<file path="src/rtl/rb_pkg.sv">
package rb_pkg;
  localparam int BUS_W   = 32;
  localparam int WORD_W  = 10;
  localparam int ADDR_W  = WORD_W + 4;

  typedef enum logic [1:0] {
    WIN_PLAIN = 2'd0,
    WIN_SET   = 2'd1,
    WIN_CLR   = 2'd2,
    WIN_TGL   = 2'd3
  } win_e;

  localparam int W_VERSION = 0;
  localparam int W_ENABLE  = 1;
  localparam int W_SOFTRST = 2;
  localparam int W_CONFIG  = 3;
  localparam int W_STATUS  = 4;
  localparam int W_KEY     = 5;
  localparam int W_CONTROL = 6;
  localparam int W_CMP0    = 7;

  localparam logic [15:0] OPEN_KEY = 16'h4776;

  // windowed write: result of applying data to the current value
  function automatic logic [BUS_W-1:0] win_merge(win_e w, logic [BUS_W-1:0] cur,
                                                 logic [BUS_W-1:0] d);
    case (w)
      WIN_SET: return cur | d;
      WIN_CLR: return cur & ~d;
      WIN_TGL: return cur ^ d;
      default: return d;
    endcase
  endfunction

  function automatic logic key_opens(logic [BUS_W-1:0] d);
    return d[15:0] == OPEN_KEY;
  endfunction
endpackage

</file>
<file path="src/rtl/rb_decode.sv">
module rb_decode
  import rb_pkg::*;
#(
  parameter int NUM_WORDS = 9
) (
  input  logic [ADDR_W-1:0]  addr,
  output win_e               win,
  output logic [NUM_WORDS-1:0] sel
);
  logic [WORD_W-1:0] word;
  logic [1:0]        low_unused;

  assign win        = win_e'(addr[ADDR_W-1 -: 2]);
  assign word       = addr[WORD_W+1:2];
  assign low_unused = addr[1:0];

  for (genvar i = 0; i < NUM_WORDS; i++) begin : g_sel
    assign sel[i] = (word == WORD_W'(i));
  end
endmodule

</file>
<file path="src/rtl/rb_busy_timer.sv">
module rb_busy_timer #(
  parameter int CYC = 2
) (
  input  logic clk,
  input  logic rst_n,
  input  logic start,
  input  logic clear,
  output logic busy
);
  localparam int CW = $clog2(CYC + 1);
  logic [CW-1:0] cnt;

  always_ff @(posedge clk or negedge rst_n) begin
    if (!rst_n)           cnt <= '0;
    else if (clear)       cnt <= '0;
    else if (start)       cnt <= CW'(CYC);
    else if (cnt != '0)   cnt <= cnt - 1'b1;
  end

  assign busy = (cnt != '0);
endmodule

</file>
<file path="src/rtl/rb_alias_bank.sv">
module rb_alias_bank
  import rb_pkg::*;
#(
  parameter int CFG_W   = 1,
  parameter int CTRL_W  = 11,
  parameter int CMP_W   = 32,
  parameter int NUM_CMP = 2,
  parameter int DIS_CYC = 2,
  parameter int RST_CYC = 2,
  parameter logic [BUS_W-1:0] VERSION = 32'd1
) (
  input  logic                     clk,
  input  logic                     rst_n,
  input  logic                     we,
  input  logic                     rd_en,
  input  logic [ADDR_W-1:0]        addr,
  input  logic [BUS_W-1:0]         wdata,
  output logic [BUS_W-1:0]         rdata_o,
  output logic                     en_o,
  output logic [CFG_W-1:0]         cfg_o,
  output logic [CTRL_W-1:0]        ctrl_o,
  output logic [NUM_CMP*CMP_W-1:0] cmp_o,
  output logic                     locked_o,
  output logic                     disabling_o,
  output logic                     resetting_o
);
  localparam int NUM_WORDS = W_CMP0 + NUM_CMP;

  win_e                 win;
  logic [NUM_WORDS-1:0] sel;

  rb_decode #(.NUM_WORDS(NUM_WORDS)) u_dec (
    .addr (addr),
    .win  (win),
    .sel  (sel)
  );

  // state
  logic             en_q;
  logic             locked_q;
  logic [CFG_W-1:0] cfg_q;
  logic [CTRL_W-1:0] ctrl_q;
  logic [CMP_W-1:0] cmp_q [NUM_CMP];

  // named write events
  logic wr_ok;
  logic key_hit, en_hit, cfg_hit, ctrl_hit, softrst_fire, dis_start, en_next;
  logic [NUM_CMP-1:0] cmp_hit;
  logic [BUS_W-1:0]   srst_merged, en_merged;

  assign wr_ok     = we && !resetting_o;
  assign key_hit   = wr_ok && sel[W_KEY];
  assign en_hit    = wr_ok && sel[W_ENABLE];
  assign cfg_hit   = wr_ok && sel[W_CONFIG]  && !locked_q;
  assign ctrl_hit  = wr_ok && sel[W_CONTROL] && !locked_q;

  // soft-reset bit reads 0, so merge against zero
  assign srst_merged  = win_merge(win, '0, wdata);
  assign softrst_fire = wr_ok && sel[W_SOFTRST] && srst_merged[0];

  assign en_merged = win_merge(win, BUS_W'(en_q), wdata);
  assign en_next   = en_merged[0];
  assign dis_start = en_hit && en_q && !en_next;

  always_ff @(posedge clk or negedge rst_n) begin
    if (!rst_n)             locked_q <= 1'b0;
    else if (key_hit)       locked_q <= !key_opens(wdata);
  end

  always_ff @(posedge clk or negedge rst_n) begin
    if (!rst_n) begin
      en_q   <= 1'b0;
      cfg_q  <= '0;
      ctrl_q <= '0;
    end else if (softrst_fire) begin
      en_q   <= 1'b0;
      cfg_q  <= '0;
      ctrl_q <= '0;
    end else begin
      if (en_hit)   en_q   <= en_next;
      if (cfg_hit)  cfg_q  <= CFG_W'(win_merge(win, BUS_W'(cfg_q), wdata));
      if (ctrl_hit) ctrl_q <= CTRL_W'(win_merge(win, BUS_W'(ctrl_q), wdata));
    end
  end

  for (genvar i = 0; i < NUM_CMP; i++) begin : g_cmp
    assign cmp_hit[i] = wr_ok && sel[W_CMP0+i] && !locked_q;
    always_ff @(posedge clk or negedge rst_n) begin
      if (!rst_n)            cmp_q[i] <= '0;
      else if (softrst_fire) cmp_q[i] <= '0;
      else if (cmp_hit[i])   cmp_q[i] <= CMP_W'(win_merge(win, BUS_W'(cmp_q[i]), wdata));
    end
    assign cmp_o[i*CMP_W +: CMP_W] = cmp_q[i];
  end

  rb_busy_timer #(.CYC(DIS_CYC)) u_dis (
    .clk (clk), .rst_n (rst_n), .start (dis_start), .clear (softrst_fire),
    .busy (disabling_o)
  );

  rb_busy_timer #(.CYC(RST_CYC)) u_rst (
    .clk (clk), .rst_n (rst_n), .start (softrst_fire), .clear (1'b0),
    .busy (resetting_o)
  );

  // read path: per-word values, one-hot OR
  logic [BUS_W-1:0] wv [NUM_WORDS];
  logic [BUS_W-1:0] rd_val;

  assign wv[W_VERSION] = VERSION;
  assign wv[W_ENABLE]  = BUS_W'({disabling_o, en_q});
  assign wv[W_SOFTRST] = BUS_W'({resetting_o, 1'b0});
  assign wv[W_CONFIG]  = BUS_W'(cfg_q);
  assign wv[W_STATUS]  = BUS_W'({locked_q, en_q});
  assign wv[W_KEY]     = '0;
  assign wv[W_CONTROL] = BUS_W'(ctrl_q);
  for (genvar i = 0; i < NUM_CMP; i++) begin : g_rdcmp
    assign wv[W_CMP0+i] = BUS_W'(cmp_q[i]);
  end

  always_comb begin
    rd_val = '0;
    for (int i = 0; i < NUM_WORDS; i++) begin
      if (sel[i]) rd_val = rd_val | wv[i];
    end
  end

  always_ff @(posedge clk or negedge rst_n) begin
    if (!rst_n)     rdata_o <= '0;
    else if (rd_en) rdata_o <= rd_val;
  end

  assign en_o     = en_q;
  assign cfg_o    = cfg_q;
  assign ctrl_o   = ctrl_q;
  assign locked_o = locked_q;
endmodule

</file>
<file path="config.mk">
export PLATFORM = sky130hd
export DESIGN_NAME = rb_alias_bank
export DESIGN_NICKNAME = d
export VERILOG_FILES = /design/src/rtl/rb_pkg.sv /design/src/rtl/rb_decode.sv /design/src/rtl/rb_busy_timer.sv /design/src/rtl/rb_alias_bank.sv
export SDC_FILE = /design/constraint.sdc
export NUM_CORES = 1
export LEC_CHECK = 0
export ABC_AREA = 1
export BUFFER_PORTS_ARGS = -buffer_cell sky130_fd_sc_hd__buf_2
export CORE_MARGIN = 2
export CORE_UTILIZATION = 55
export DETAILED_ROUTE_END_ITERATION = 10
export GPL_TIMING_DRIVEN = 0
export PLACE_DENSITY = 0.89
export SYNTH_ARGS = -nofsm -noshare
export SYNTH_HDL_FRONTEND = slang
export SYNTH_HIERARCHICAL = 1
export SYNTH_SLANG_ARGS = --single-unit
</file>
<file path="constraint.sdc">
create_clock -name clk -period 1.75 [get_ports clk]
set_input_delay 0.175 -clock clk [delete_from_list [all_inputs] [get_ports clk]]
set_output_delay 0.175 -clock clk [all_outputs]
set_load 0.01 [all_outputs]
</file>
### Word level (Yosys, flattened, before mapping)

Cells that the tools add are included.

| word-level totals | value |
|---|---|
| bits in registers | 114 |
| word-level logic and storage cells | 104 |
| input port bits | 50 |

| cells by class | value |
|---|---|
| bitwise operators | 23 |
| muxes and demuxes | 29 |
| add/subtract/negate cells | 2 |
| reduce and logical (&&, ||, !) cells | 29 |
| equal/unequal tests | 12 |

Operators with widths:

| operator | count |
|---|---|
| 32-bit 2-to-1 mux | 11 |
| 32-bit one-hot mux with 3 select lines | 2 |
| 32-bit OR | 4 |
| 32-bit by 2-bit OR with 32-bit output | 3 |
| 32-bit bitwise AND | 2 |
| 32-bit bitwise XOR | 2 |
| 10-bit by 3-bit == test with 1-bit output (second input constant) | 4 |
| 11-bit one-hot mux with 3 select lines | 1 |
| 32-bit inverter | 1 |
| 32-bit by 1-bit OR with 32-bit output | 1 |
| 32-bit by 11-bit OR with 32-bit output | 1 |
| 11-bit 2-to-1 mux | 2 |
| 10-bit by 2-bit == test with 1-bit output (second input constant) | 2 |
| 16-bit by 15-bit == test with 1-bit output (second input constant) | 1 |
| 2-bit nonzero test | 8 |
| 1-bit logical AND | 15 |
| 11-bit bitwise AND | 1 |
| 11-bit OR | 1 |
| 11-bit bitwise XOR | 1 |
| 10-bit by 1-bit == test with 1-bit output (second input constant) | 1 |
| 10-bit by 4-bit == test with 1-bit output (second input constant) | 1 |
| 10-bit logical NOT | 1 |
| 2-bit 2-to-1 mux | 5 |
| 1-bit 2-to-1 mux | 6 |
| 9 further kinds | 18 |

### Logic depth before layout (Yosys ltp)

Gate-level depths: netlist of run 1.

| logic depth | value |
|---|---|
| depth in word-level cells | 16 |
| depth in mapped cells | 14 |

### Cells and area by module

Netlist of run 1, hierarchy kept.

By module, submodules not included:

| module | instances | area each (um2) | cells an instance |
|---|---|---|---|
| rb_alias_bank | 1 | 9171.3 | 1268 |
| rb_busy_timer | 2 | 117.6 | 16 |
| rb_decode | 1 | 157.7 | 37 |

### Worst setup path before layout of run 1

No wires, ideal clock.

| timing path | value |
|---|---|
| path type | register to register |
| start point | register u_rst.cnt[0] |
| end point | register ctrl_q[1] (netlist: ctrl_o[1]) |
| setup slack | 121 ps |
| cell stages (with the launch flop) | 11 |
| path buffers | 1 |
| arrival time | 1511 ps |
| required time | 1632 ps |
| cell sequence | dfrtp_1 > inv_1 > ha_1 > inv_2 > inv_2 > nand3_1 > nor2_8 > nor2_1 > buf_2 > nand2_1 > nand2_1 |

| on the way | value |
|---|---|
| word-level cells in the longest chain between the ends | 6 |
| elaborated cells between the ends (all ways) | 9 |
| those cells by class | 1 x mux; 8 x reduce/logical |

Ends and longest elaborated chain:

| item | RTL line | text |
|---|---|---|
| from (decl) | rb_busy_timer.sv:11 | `logic [CW-1:0] cnt;` |
| from (signal assigned) | rb_busy_timer.sv:16 | `else if (start) cnt <= CW'(CYC);` |
| from (signal assigned) | rb_busy_timer.sv:17 | `else if (cnt != '0) cnt <= cnt - 1'b1;` |
| 2-bit nonzero test * | rb_busy_timer.sv:20 | `assign busy = (cnt != '0);` |
| via resetting_o | rb_alias_bank.sv:25 | `output logic resetting_o` |
| 1-bit logical NOT * | rb_alias_bank.sv:51 | `assign wr_ok = we && !resetting_o;` |
| 1-bit logical AND * | rb_alias_bank.sv:51 |  |
| 1-bit logical AND (on tied branches) (2 in series) | rb_alias_bank.sv:59, rb_alias_bank.sv:55 |  |
| 11-bit 2-to-1 mux or 2-bit nonzero test (tied branches) | - |  |
| to (signal assigned) | rb_alias_bank.sv:82 | `if (ctrl_hit) ctrl_q <= CTRL_W'(win_merge(win, BUS_W'(ctrl_q), wdata));` |
| to (decl) | rb_alias_bank.sv:42 | `logic [CTRL_W-1:0] ctrl_q;` |

Mark *: on every way through the listed nets, which the timed path passes. The rest lies on a longest branch.
A chain may end at the register's enable or synchronous reset.

### Worst setup path after layout of run 1

| timing path | value |
|---|---|
| start point | register u_rst.cnt[1] |
| end point | register cmp_q (netlist bit cmp_o[35]) |

| on the way | value |
|---|---|
| word-level cells in the longest chain between the ends | 6 |
| elaborated cells between the ends (all ways) | 9 |
| those cells by class | 1 x mux; 8 x reduce/logical |

Ends and longest elaborated chain:

| item | RTL line | text |
|---|---|---|
| 2-bit nonzero test * | rb_busy_timer.sv:20 |  |
| 1-bit logical NOT * | rb_alias_bank.sv:51 |  |
| 1-bit logical AND * | rb_alias_bank.sv:51 |  |
| 1-bit logical AND (on tied branches) (2 in series) | rb_alias_bank.sv:59, rb_alias_bank.sv:87 |  |
| 32-bit 2-to-1 mux or 2-bit nonzero test (tied branches) | - |  |
| to (signal, indexed assignment) | rb_alias_bank.sv:91 | `else if (cmp_hit[i]) cmp_q[i] <= CMP_W'(win_merge(win, BUS_W'(cmp_q[i]), wdata));` |
| to (decl) | rb_alias_bank.sv:43 | `logic [CMP_W-1:0] cmp_q [NUM_CMP];` |

Mark *: on every way between the ends. The rest lies on a longest branch, timed or not.

==> parameters.txt, run 1 <==
Parameter                              Value

Synth
  Share of synthesized area occupied by flip-flops and latches ... slightly below 30%
  Share of synthesized cell area in and, or, nand and nor gates ... around 30%
  Multiplexer fraction of the synthesized cell area ... 0%
  Mapped Area ... between 9000 and 10,000 µm²
  Post-synthesis sequential element count ... approximately 110
  Cell count after synthesis ... 1,337
  Xor and xnor area share after synthesis ... 0%
  Share of the synthesized area in compound gates (AO/OA/AOI/OAI) ... between 10 and 15%
  Synth warnings ... 6
  Share of synthesized cell area in full adder, half adder and majority cells ... 20.4%
  Synth cell types ... 26
  Top cells by area, synth ... sky130_fd_sc_hd__dfrtp_1 30%, sky130_fd_sc_hd__ha_1 20%, sky130_fd_sc_hd__nand2_1 15%
  Post-synth top area share ... around 30%
  Main combinational cell family by area after synthesis ... simple AND/OR/NAND/NOR gates
  Synth area leader ... sky130_fd_sc_hd__dfrtp_1
  Post-synthesis area per instance ... between 7 and 8 µm²

Floorplan
  Die height ... ~140 µm
  Initial Utilization ... around 56%
  Floorplan core area ... between 15,000 and 20,000 µm²
  Floorplan die area ... approximately 18,000 µm²
  Count of standard-cell rows ... 48
  Die Width ... 136 µm
  Number of top-level pins ... 162

Routing
  Final routed wirelength across all metal layers ... around 32,000 µm
  Drc violations ... 0
  Number of nets still failing antenna checks after routing ... 0
  Number of detailed-route iterations in the first pass ... 6
  First DRT Iteration DRCs ... between 1k and 1.5k
  Number of vias in the routed layout ... approximately 10k
  Average wire per standard cell ... approximately 18 µm
  Post-detailed-route via-to-cell ratio ... 5.78

Cells and area
  Leading cell types in the layout, fill and taps excluded ... 379 x sky130_fd_sc_hd__nand2_1, 186 x sky130_fd_sc_hd__buf_2, 156 x sky130_fd_sc_hd__nand3_1
  Most common cell after layout, fill and taps aside ... sky130_fd_sc_hd__nand2_1
  Area growth, synth to finish ... 20.6%
  Post-Route Utilization ... about two thirds
  Final net count ... 1,733
  Share of final-layout standard cells stronger than drive strength 1 ... 18.1%
  Storage cell area ... around 2900 µm²
  Number of diodes ... 0
  Fillers ... 1,382
  Area taken by multi-input logic gates ... 5860 µm²

STA
  Setup Viol. Count Final ... 0
  Max Clk Rate ... 589 MHz
  Worst slew slack as a fraction of its limit ... between 50% and 60%
  Share of the cycle needed by the critical path after routing ... just under 100%
  Transition at the pin with the smallest max-transition slack ... between 700 and 800 ps
  Slew Viols, Final ... 0
  Maximum clock skew at final layout ... approximately 9.5 ps
  Count of endpoints failing hold in the final timing report ... 0
  Final critical delay including setup and external delays ... between 1500 and 2000 ps
  Final critical-path setup slack ... ~50 ps

Power
  Maximum vdd drop ... about 0.00076 V
  Power density over the cells ... 714 nW/µm²
  Total Power ... between 8000 and 9000 µW
  Leakage dissipation ... about 0.0064 µW

Global route
  Number of antenna violations at the first check in global routing ... 1
  GRT Total Usage ... between 30% and 40%
  Gr ovfl total ... 0
  Number of global-route vias before repair ... 10.1k
  Maximum number of pins on one net before global-route repair ... slightly above 60
  Global-route wire length before repair ... ~50,000 µm

Place
  Port Buf Inserts ... roughly 160
  Global placement routability congestion ... 0.932
  HPWL Detailed ... between 20,000 and 25,000 µm
  Pre-CTS WS ... -404 ps

Clock tree
  Library cell used as clock root buffer ... sky130_fd_sc_hd__clkbuf_16
  Number of buffers inserted during clock tree synthesis ... 17
  Clock latency at the later pin of the worst-skew pair ... 440 ps
  Number of buffers on the longest clock path ... 2
  Level count of the clock H-tree ... 4
  Clock edge transition at the registers on the reported setup and hold paths ... ~50 ps
  Number of sinks on the clock net ... between 100 and 150
  CTS tree ... done

Critical path
  Element type at the critical path end ... flip-flop
  Category of the most critical setup path ... reg -> reg
  Setup crit start kind ... flip-flop
  Critical path required time ... 2080 ps
  Maximum fanout along the worst path ... 6
  Arrival @ worst endpoint ... between 2000 and 2500 ps

Status
  Result of the run ... finished, final reports clean

Run
  Maxcap violations ... 0

Min path
  Hold Path Class ... in -> reg
cells in the mapped netlist (all sizes together):
cell type	instances
nand2	382
nand3	158
ha	156
nor2	146
inv	143
dfrtp	114
a21o	66
a21oi	63
buf	52
o21ai	28
clkbuf	19
nor3	5
o211ai	2
conb	1
nand3b	1
o21a	1
final cells by class:
type	count	share of cell area, %
inverters	143	4.70
plain buffers	71	3.72
clock buffers	20	3.96
well taps	225	2.44
multi-input cells	1011	50.8
repair buffers	169	7.85
clock inverters	11	1.80
flip-flops and latches	114	24.7
cells by family (layout without fill, tap and decap cells):
group           after synthesis  in the layout
simple gates                692            693
buf+inv                     214            414
compound gates              160            160
fa+ha+maj                   156            156
flops                       114            114
other cells                   1              2
routing by layer:
layer,GRT usage (%),up-vias,share of wire (%)
met5,0,-,0.038
met2,57.3,636,47
met1,40.2,4753,36
met3,9.02,165,11
li1,-,4636,-
met4,20.8,2,5.8
worst max-delay path: stages (launching register included):
cell and delay [ps]:
sky130_fd_sc_hd__dfrtp_1 390, sky130_fd_sc_hd__inv_2 80, sky130_fd_sc_hd__ha_4 150, sky130_fd_sc_hd__inv_4 50
sky130_fd_sc_hd__inv_4 80, sky130_fd_sc_hd__nand3_4 120, sky130_fd_sc_hd__nor2_4 290, sky130_fd_sc_hd__nor2_4 120
sky130_fd_sc_hd__buf_4 190, sky130_fd_sc_hd__nand2_1 70, sky130_fd_sc_hd__nand2_1 50
metrics by stage:
stage	TNS [ps]	hold WS, ps	cells	cell area, µm²
2_1_floorplan	0	-121	1338	9570
3_3_place_gp	-138190	471	1719	10600
3_5_place_dp	-26180	188	1720	10700
4_1_cts	-419	136	1758	11500
5_1_grt	-9.83	167	1764	11500
6_report	0	128	1764	11500
power by group:
group | total (µW) | leakage (µW) | switching, µW | internal (µW)
clock | 4030 | 0.000326 | 1310 | 2720
sequential | 2770 | 0.00154 | 50.0 | 2720
combinational | 1430 | 0.00456 | 899 | 536
path summary, 6_finish.rpt:
check	to	cells past startpoint	slack [ps]	startpoint
worst max-delay path	cmp_o[35]	10	50	u_rst/cnt[1]
worst min-delay path	cmp_o[20]	5	130	wdata[20]
worst max register to register	cmp_o[35]	10	50	u_rst/cnt[1]
worst min register to register	rdata_o[2]	2	500	rdata_o[2]
max in group asynchronous	cmp_o[13]	3	760	rst_n
min in group asynchronous	rdata_o[28]	2	270	rst_n
flip-flops by register name, indices dropped and copies added, names as in the netlist:
name       flops
u_dis/cnt      2
rdata_o       32
cmp_o         64
cfg_o          1
u_rst/cnt      2
en_o           1
locked_o       1
ctrl_o        11
timing repair:
| action | CTS | global route |
|---|---|---|
| hold endpoints to repair | 54 | 0 |
| gates cloned | 1 | 2 |
| hold buffers | 1 | 0 |
| setup endpoints to repair | 77 | 81 |
| pin swaps | 3 | 3 |
| setup buffers | 5 | 4 |
| gates resized for setup | 18 | 15 |
Power figures use the tool's default switching activity.
==> run 2: changes to the inputs <==
PLACE_DENSITY = 0.78   (was 0.89)
==> parameters.txt, run 2 (synthesis results as in run 1) <==
Parameter                              Value

Critical path
  Maximum fanout along the worst path ... 10 (+4)
  Critical path required time ... 2070 ps (about the same)
  Category of the most critical setup path ... reg -> reg
  Element type at the critical path end ... flip-flop
  Setup crit start kind ... flip-flop
  Worst-path cell chain ... inv_2 -> ha_4 -> inv_2 -> inv_4 -> nand3_4 -> nor2_8 -> nor2_4 -> buf_6 -> nand2_1 -> nand2_1
  Crit-path slowest cell ... sky130_fd_sc_hd__dfrtp_1
  Biggest cell delay along the critical path ... 380 ps (about the same)
  Arrival @ worst endpoint ... 2010 ps (-20 ps)

Floorplan
  Floorplan core area ... 17,200 µm² (unchanged)
  Die Width ... 136 µm (unchanged)
  Floorplan die area ... 18,500 µm² (unchanged)
  Die height ... 136 µm (unchanged)
  Number of top-level pins ... 162 (unchanged)
  Initial Utilization ... 55.7% (unchanged)
  Count of standard-cell rows ... 48 (unchanged)

Clock tree
  Level count of the clock H-tree ... 4 (unchanged)
  Clock edge transition at the registers on the reported setup and hold paths ... 60 ps (about the same)
  Number of buffers inserted during clock tree synthesis ... 17 (unchanged)
  Number of buffers on the longest clock path ... 2 (unchanged)
  Number of sinks on the clock net ... 114 (unchanged)
  Library cell used as clock root buffer ... sky130_fd_sc_hd__clkbuf_16
  Clock latency at the later pin of the worst-skew pair ... 430 ps (about the same)
  CTS tree ... done

Place
  Global placement routability congestion ... 0.908 (-2.6%)
  Port Buf Inserts ... 156 (unchanged)
  Placed Cells incl. Taps ... 1,720 (unchanged)
  HPWL Detailed ... 21,500 µm (-0.34%)
  Placed instance area ... 10,700 µm² (unchanged)

Routing
  First DRT Iteration DRCs ... 811 (-23%)
  Number of detailed-route iterations in the first pass ... 7 (+1)
  Drc violations ... 0 (unchanged)
  Number of nets still failing antenna checks after routing ... 0 (unchanged)
  Final routed wirelength across all metal layers ... 31,100 µm (-1.5%)
  Number of vias in the routed layout ... 9,975 (-2.1%)
  Average wire per standard cell ... 17.7 µm (-1.3%)
  Post-detailed-route via-to-cell ratio ... 5.67 (-1.9%)

Global route
  Global-route wire length before repair ... 48,400 µm (-2.9%)
  Number of global-route vias before repair ... 9,387 (-6.7%)
  Gr ovfl total ... 0 (unchanged)
  Maximum number of pins on one net before global-route repair ... 64 (+4.9%)
  Number of antenna violations at the first check in global routing ... 0 (-1)
  GRT Total Usage ... 34.0% (-0.60 points)

STA
  Final critical delay including setup and external delays ... 1690 ps (-13.3 ps)
  Slew Viols, Final ... 0 (unchanged)
  Transition at the pin with the smallest max-transition slack ... 881 ps (+133 ps)
  Final worst hold slack ... 143 ps (+15.7 ps)
  Setup Viol. Count Final ... 0 (unchanged)
  Share of the cycle needed by the critical path after routing ... 96.3% (-0.76 points)
  Worst slew slack as a fraction of its limit ... 41.2% (-8.9 points)
  Count of endpoints failing hold in the final timing report ... 0 (unchanged)
  Maximum clock skew at final layout ... 7.80 ps (-1.70 ps)
  Max Clk Rate ... 593 MHz (+0.79%)

Cells and area
  Flip-flop count of the largest register, all copies and words added ... 64 (unchanged)
  Number of non-filler instances in the completed layout ... 1,760 (-0.23%)
  Share of final-layout standard cells stronger than drive strength 1 ... 18.0% (-0.15 points)
  Area growth, synth to finish ... 20.6% (about the same)
  Post-route cell area ... 11,500 µm² (about the same)
  Most common cell after layout, fill and taps aside ... sky130_fd_sc_hd__nand2_1
  Final net count ... 1,728 (-0.29%)
  Number of diodes ... 0 (unchanged)
  Leading cell types in the layout, fill and taps excluded ... 380 x sky130_fd_sc_hd__nand2_1, 181 x sky130_fd_sc_hd__buf_2, 156 x sky130_fd_sc_hd__nand3_1
  Post-Route Utilization ... 67.2% (about the same)

Power
  Leakage dissipation ... 0.00642 µW (-0.23%)
  Maximum vdd drop ... 0.000699 V (-8.5%)
  Power density over the cells ... 701 nW/µm² (-1.9%)

Run
  Maxcap violations ... 0 (unchanged)

Min path
  Hold Path Class ... in -> reg

Status
  Result of the run ... finished, final reports clean
run 2: cell count changes in the layout (fill, tap and decap cells not counted), sizes merged:
cell	change
clkinvlp	+4
bufinv	-1
inv	+1
buf	-9
clkbuf	+3
clkinv	-2
run 2: worst max-delay path, delay by kind of cell (launching register included):
| family | cells | cell delay (ps) |
|---|---|---|
| adders and majority gates | 1 | 150 |
| DFF | 1 | 380 |
| and+or+nand+nor | 5 | 630 |
| buffers and inverters | 4 | 400 |
run 2: per-stage QoR:
stage / power, µW / TNS (ps) / setup WS (ps)
floorplan: 3620 / 0 / 121
global placement: 4020 / -151360 / -1040
detailed placement: 4070 / -38220 / -495
CTS: 8030 / -10.7 / -10.7
global route: 8360 / -2.54 / -2.54
finish: 8080 / 0 / 64.1
run 2: metal layers:
layer / routed length [µm] / global-route usage (%) / up-vias
met5: 0 / 0 / -
met4: 1340 / 16.8 / 0
met3: 2890 / 7.05 / 101
met2: 14700 / 55.1 / 552
met1: 12200 / 43.1 / 4693
li1: - / - / 4629
run 2: where the power goes:
group / internal [µW] / switching, µW
registers: 2720 / 44.8
clock network: 2600 / 1370
logic: 480 / 875
run 2: area by class of cell:
class / count / area [µm²]
clock inverter: 13 / 206
buffer: 71 / 460
inverter: 143 / 539
fill: 1474 / 5640
tap: 225 / 282
clock buffer: 19 / 453
sequential: 114 / 2850
timing repair buffer: 164 / 887
multi-input combinational: 1011 / 5860
run 2: what timing repair did:
| action | in CTS | in global routing |
|---|---|---|
| gates cloned | 1 | 1 |
| pin swaps | 2 | 3 |
| hold endpoints to repair | 51 | 0 |
| gates resized for setup | 19 | 23 |
| buffers inserted | 4 | 1 |
| hold buffers | 1 | 0 |
| setup endpoints to repair | 77 | 81 |
run 2: worst paths after layout:
check,start,end,slack [ps],cells past startpoint
min in group asynchronous,rst_n,u_rst/cnt[1],280,2
setup / recovery,u_rst/cnt[0],cmp_o[36],60,10
hold / removal,wdata[25],cmp_o[57],140,5
max in group asynchronous,rst_n,cmp_o[45],750,3
setup reg to reg,u_rst/cnt[0],cmp_o[36],60,10
hold reg to reg,rdata_o[4],rdata_o[4],490,2
==> run 3: changes to the inputs <==
ABC_AREA = default   (was 1)
==> parameters.txt, run 3 <==
Parameter                              Value

Status
  Violations in the final reports ... negative setup slack
  Result of the run ... finished, violations left

Clock tree
  Clock edge transition at the registers on the reported setup and hold paths ... 60 ps (about the same)
  Library cell used as clock root buffer ... sky130_fd_sc_hd__clkbuf_16
  Number of buffers on the longest clock path ... 2 (unchanged)
  Number of buffers inserted during clock tree synthesis ... 17 (unchanged)
  CTS tree ... done
  Clock latency at the later pin of the worst-skew pair ... 430 ps (about the same)
  Number of sinks on the clock net ... 114 (unchanged)
  Level count of the clock H-tree ... 4 (unchanged)

Power
  Leakage dissipation ... 0.00587 µW (-8.5%)
  Total Power ... 8060 µW (-0.31%)
  Maximum vdd drop ... 0.000595 V (-15%)
  Power density over the cells ... 682 nW/µm² (-2.6%)

Synth
  Commonest register cell after synthesis ... sky130_fd_sc_hd__dfrtp_1
  Share of synthesized area occupied by flip-flops and latches ... 29.3% (-0.54 points)
  Top cells by area, synth ... sky130_fd_sc_hd__dfrtp_1 29%, sky130_fd_sc_hd__ha_1 20%, sky130_fd_sc_hd__mux4_2 17%
  Post-synthesis sequential element count ... 114 (unchanged)
  Post-synthesis area per instance ... 9.93 µm² (+39%)
  Async set-reset flop share out of synthesis ... 100% (unchanged)
  Cell count after synthesis ... 981 (-27%)
  Top cell types by occurrence after synthesis ... 259 x sky130_fd_sc_hd__inv_1, 156 x sky130_fd_sc_hd__ha_1, 114 x sky130_fd_sc_hd__dfrtp_1
  EDFF count, synth ... 0 (unchanged)
  Synth area leader ... sky130_fd_sc_hd__dfrtp_1
  Synth cell types ... 45 (+73%)
  Post-synth top area share ... 29.3% (-0.54 points)
  Most common cell in the netlist ... sky130_fd_sc_hd__inv_1
  Synth warnings ... 6 (unchanged)
  Mapped Area ... 9740 µm² (+1.8%)

Cells and area
  Fillers ... 1,285 (-13%)
  Most common cell after layout, fill and taps aside ... sky130_fd_sc_hd__inv_1
  Final net count ... 1,379 (-20%)
  Number of diodes ... 0 (unchanged)
  Share of final-layout standard cells stronger than drive strength 1 ... 30.9% (+13 points)
  Flip-flop count of the largest register, all copies and words added ... 64 (unchanged)
  Leading cell types in the layout, fill and taps excluded ... 255 x sky130_fd_sc_hd__inv_1, 174 x sky130_fd_sc_hd__buf_2, 155 x sky130_fd_sc_hd__ha_1
  Post-route cell area ... 11,800 µm² (+2.4%)
  Area growth, synth to finish ... 21.3%
  Post-Route Utilization ... 68.3% (+1.1 points)

Routing
  Average wire per standard cell ... 21.1 µm (+19%)
  First DRT Iteration DRCs ... 898 (+11%)
  Post-detailed-route via-to-cell ratio ... 6.15 (+8.4%)
  Drc violations ... 0 (unchanged)
  Number of nets still failing antenna checks after routing ... 0 (unchanged)
  Final routed wirelength across all metal layers ... 29,700 µm (-4.7%)
  Number of detailed-route iterations in the first pass ... 5 (-2)
  Number of vias in the routed layout ... 8,659 (-13%)

Critical path
  Critical path's most frequent cell ... sky130_fd_sc_hd__buf_4
  Crit path from ... addr[5]
  Arrival @ worst endpoint ... 2090 ps (+80 ps)
  Instance count on the critical path ... 8 (-2)
  Buf/Inv on CP ... 4 (unchanged)
  Kind of cell adding the most delay to the critical path ... simple AND/OR/NAND/NOR gates
  Maximum fanout along the worst path ... 10 (unchanged)
  Category of the most critical setup path ... in -> reg
  Critical path required time ... 2080 ps (about the same)
  Element type at the critical path end ... flip-flop
  Biggest cell delay along the critical path ... 560 ps (+180 ps)
  Minimum setup slack among reg-to-reg paths ... 50 ps (about the same)
  Reg-to-reg critical path startpoint ... u_rst/cnt[1]
  Register-to-Register Path Depth ... 9 (-1)
  Setup crit start kind ... input port
  Crit-path slowest cell ... sky130_fd_sc_hd__or4b_4
  Worst-path cell chain ... buf_6 -> or4b_4 -> nor3_2 -> buf_4 -> buf_4 -> clkbuf_2 -> a22oi_1 -> a41oi_1

STA
  Maximum clock skew at final layout ... 9.65 ps (+1.86 ps)
  Transition at the pin with the smallest max-transition slack ... 732 ps (-150 ps)
  Share of the cycle needed by the critical path after routing ... 100% (+4.1 points)
  Setup Total Neg Slack ... -8.33 ps (-8.33 ps)
  Slew Viols, Final ... 0 (unchanged)
  Setup Viol. Count Final ... 1 (+1)
  Count of endpoints failing hold in the final timing report ... 0 (unchanged)
  Max Clk Rate ... 569 MHz (-4.1%)
  Worst slew slack as a fraction of its limit ... 51.2% (+10 points)
  Final critical delay including setup and external delays ... 1760 ps (+72.4 ps)
  Final critical-path setup slack ... -8.33 ps (-72.4 ps)
  Setup repair after global routing missed its margin ... true

Run
  Maxcap violations ... 0 (unchanged)

Global route
  Global-route wire length before repair ... 45,900 µm (-5.0%)
  GRT Total Usage ... 32.4% (-1.6 points)
  Number of global-route vias before repair ... 8,683 (-7.5%)
  Gr ovfl total ... 0 (unchanged)
  Maximum number of pins on one net before global-route repair ... 74 (+16%)
  Number of antenna violations at the first check in global routing ... 1 (+1)

Min path
  Hold wc startpoint ... we
  Cells on Worst Hold Path ... 3 (-2)
  Hold Path Class ... in -> reg

Floorplan
  Die height ... 137 µm (+0.89%)
  Initial Utilization ... 56.3% (+0.63 points)
  Floorplan core area ... 17,300 µm² (+0.70%)
  Count of standard-cell rows ... 48 (unchanged)
  Number of top-level pins ... 162 (unchanged)
  Floorplan die area ... 18,800 µm² (+1.8%)
  Die Width ... 137 µm (+0.89%)

Place
  Placed instance area ... 10,900 µm² (+2.4%)
  HPWL Detailed ... 19,800 µm (-8.0%)
  Global placement routability congestion ... 0.829 (-8.6%)
  Port Buf Inserts ... 156 (unchanged)
run 3: worst register-to-register path, stage by stage (launching register included):
cell and delay, ps:
sky130_fd_sc_hd__dfrtp_1 370, sky130_fd_sc_hd__inv_2 80, sky130_fd_sc_hd__ha_4 140, sky130_fd_sc_hd__inv_2 70
sky130_fd_sc_hd__and4bb_4 350, sky130_fd_sc_hd__buf_12 120, sky130_fd_sc_hd__buf_16 120, sky130_fd_sc_hd__buf_6 100
sky130_fd_sc_hd__nor2_1 30, sky130_fd_sc_hd__a32o_1 200
run 3: path summary, 6_finish.rpt:
kind,end
max in group asynchronous,ctrl_o[10]
setup reg to reg,cmp_o[0]
min in group asynchronous,rdata_o[17]
hold / removal,locked_o
hold reg to reg,rdata_o[18]
setup / recovery,rdata_o[1]
run 3: through the flow:
step | instances | hold slack, ps | setup WS (ps)
5_1_grt | 1409 | 158 | -31.6
4_1_cts | 1404 | 121 | -60.5
3_5_place_dp | 1364 | 121 | -763
3_3_place_gp | 1363 | 500 | -1090
6_report | 1409 | 141 | -8.33
2_1_floorplan | 982 | -121 | -179
run 3: cells by family after synthesis:
| family | Yosys count | synth area share [%] |
|---|---|---|
| compound gates | 225 | 14.2 |
| buf+inv | 330 | 14.2 |
| flops | 114 | 29.3 |
| other cells | 1 | 0.0385 |
| simple gates | 74 | 4.56 |
| xor+xnor | 2 | 0.180 |
| mux | 79 | 17.5 |
| fa+ha+maj | 156 | 20.0 |
run 3: final cells by class:
| type | count | area [µm²] | area share (%) |
|---|---|---|---|
| multi-input combinational | 538 | 5630 | 47.6 |
| sequential | 114 | 2850 | 24.1 |
| timing repair buffer | 174 | 1020 | 8.61 |
| inverter | 261 | 982 | 8.31 |
| buffer | 67 | 504 | 4.27 |
| clock buffer | 24 | 492 | 4.16 |
| tap | 225 | 282 | 2.38 |
| clock inverter | 6 | 55.1 | 0.466 |
run 3: timing repair:
action                                  in CTS  in global routing
hold endpoints to repair                    41                  0
endpoints found under the setup margin     104                 84
gates cloned                                 2                  0
hold buffers                                 1                  0
pin swaps                                    2                  5
gates resized for setup                     23                 42
setup buffers                                9                  5
run 3: power by group:
part           switching, µW  leakage (µW)  total, µW  internal (µW)
Combinational            947       0.00408       1770            827
Sequential               144       0.00151       2940           2790
Clock                   1280      0.000275       3350           2070
run 3: routing by layer:
metal	up-vias	share of wire [%]	GRT usage (%)	routed length [µm]
met2	486	50	53.5	14800
met3	74	9.4	6.56	2790
met4	0	3.1	15.3	918
met1	4335	38	40.7	11200
li1	3764	-	-	-
met5	-	0	0	0
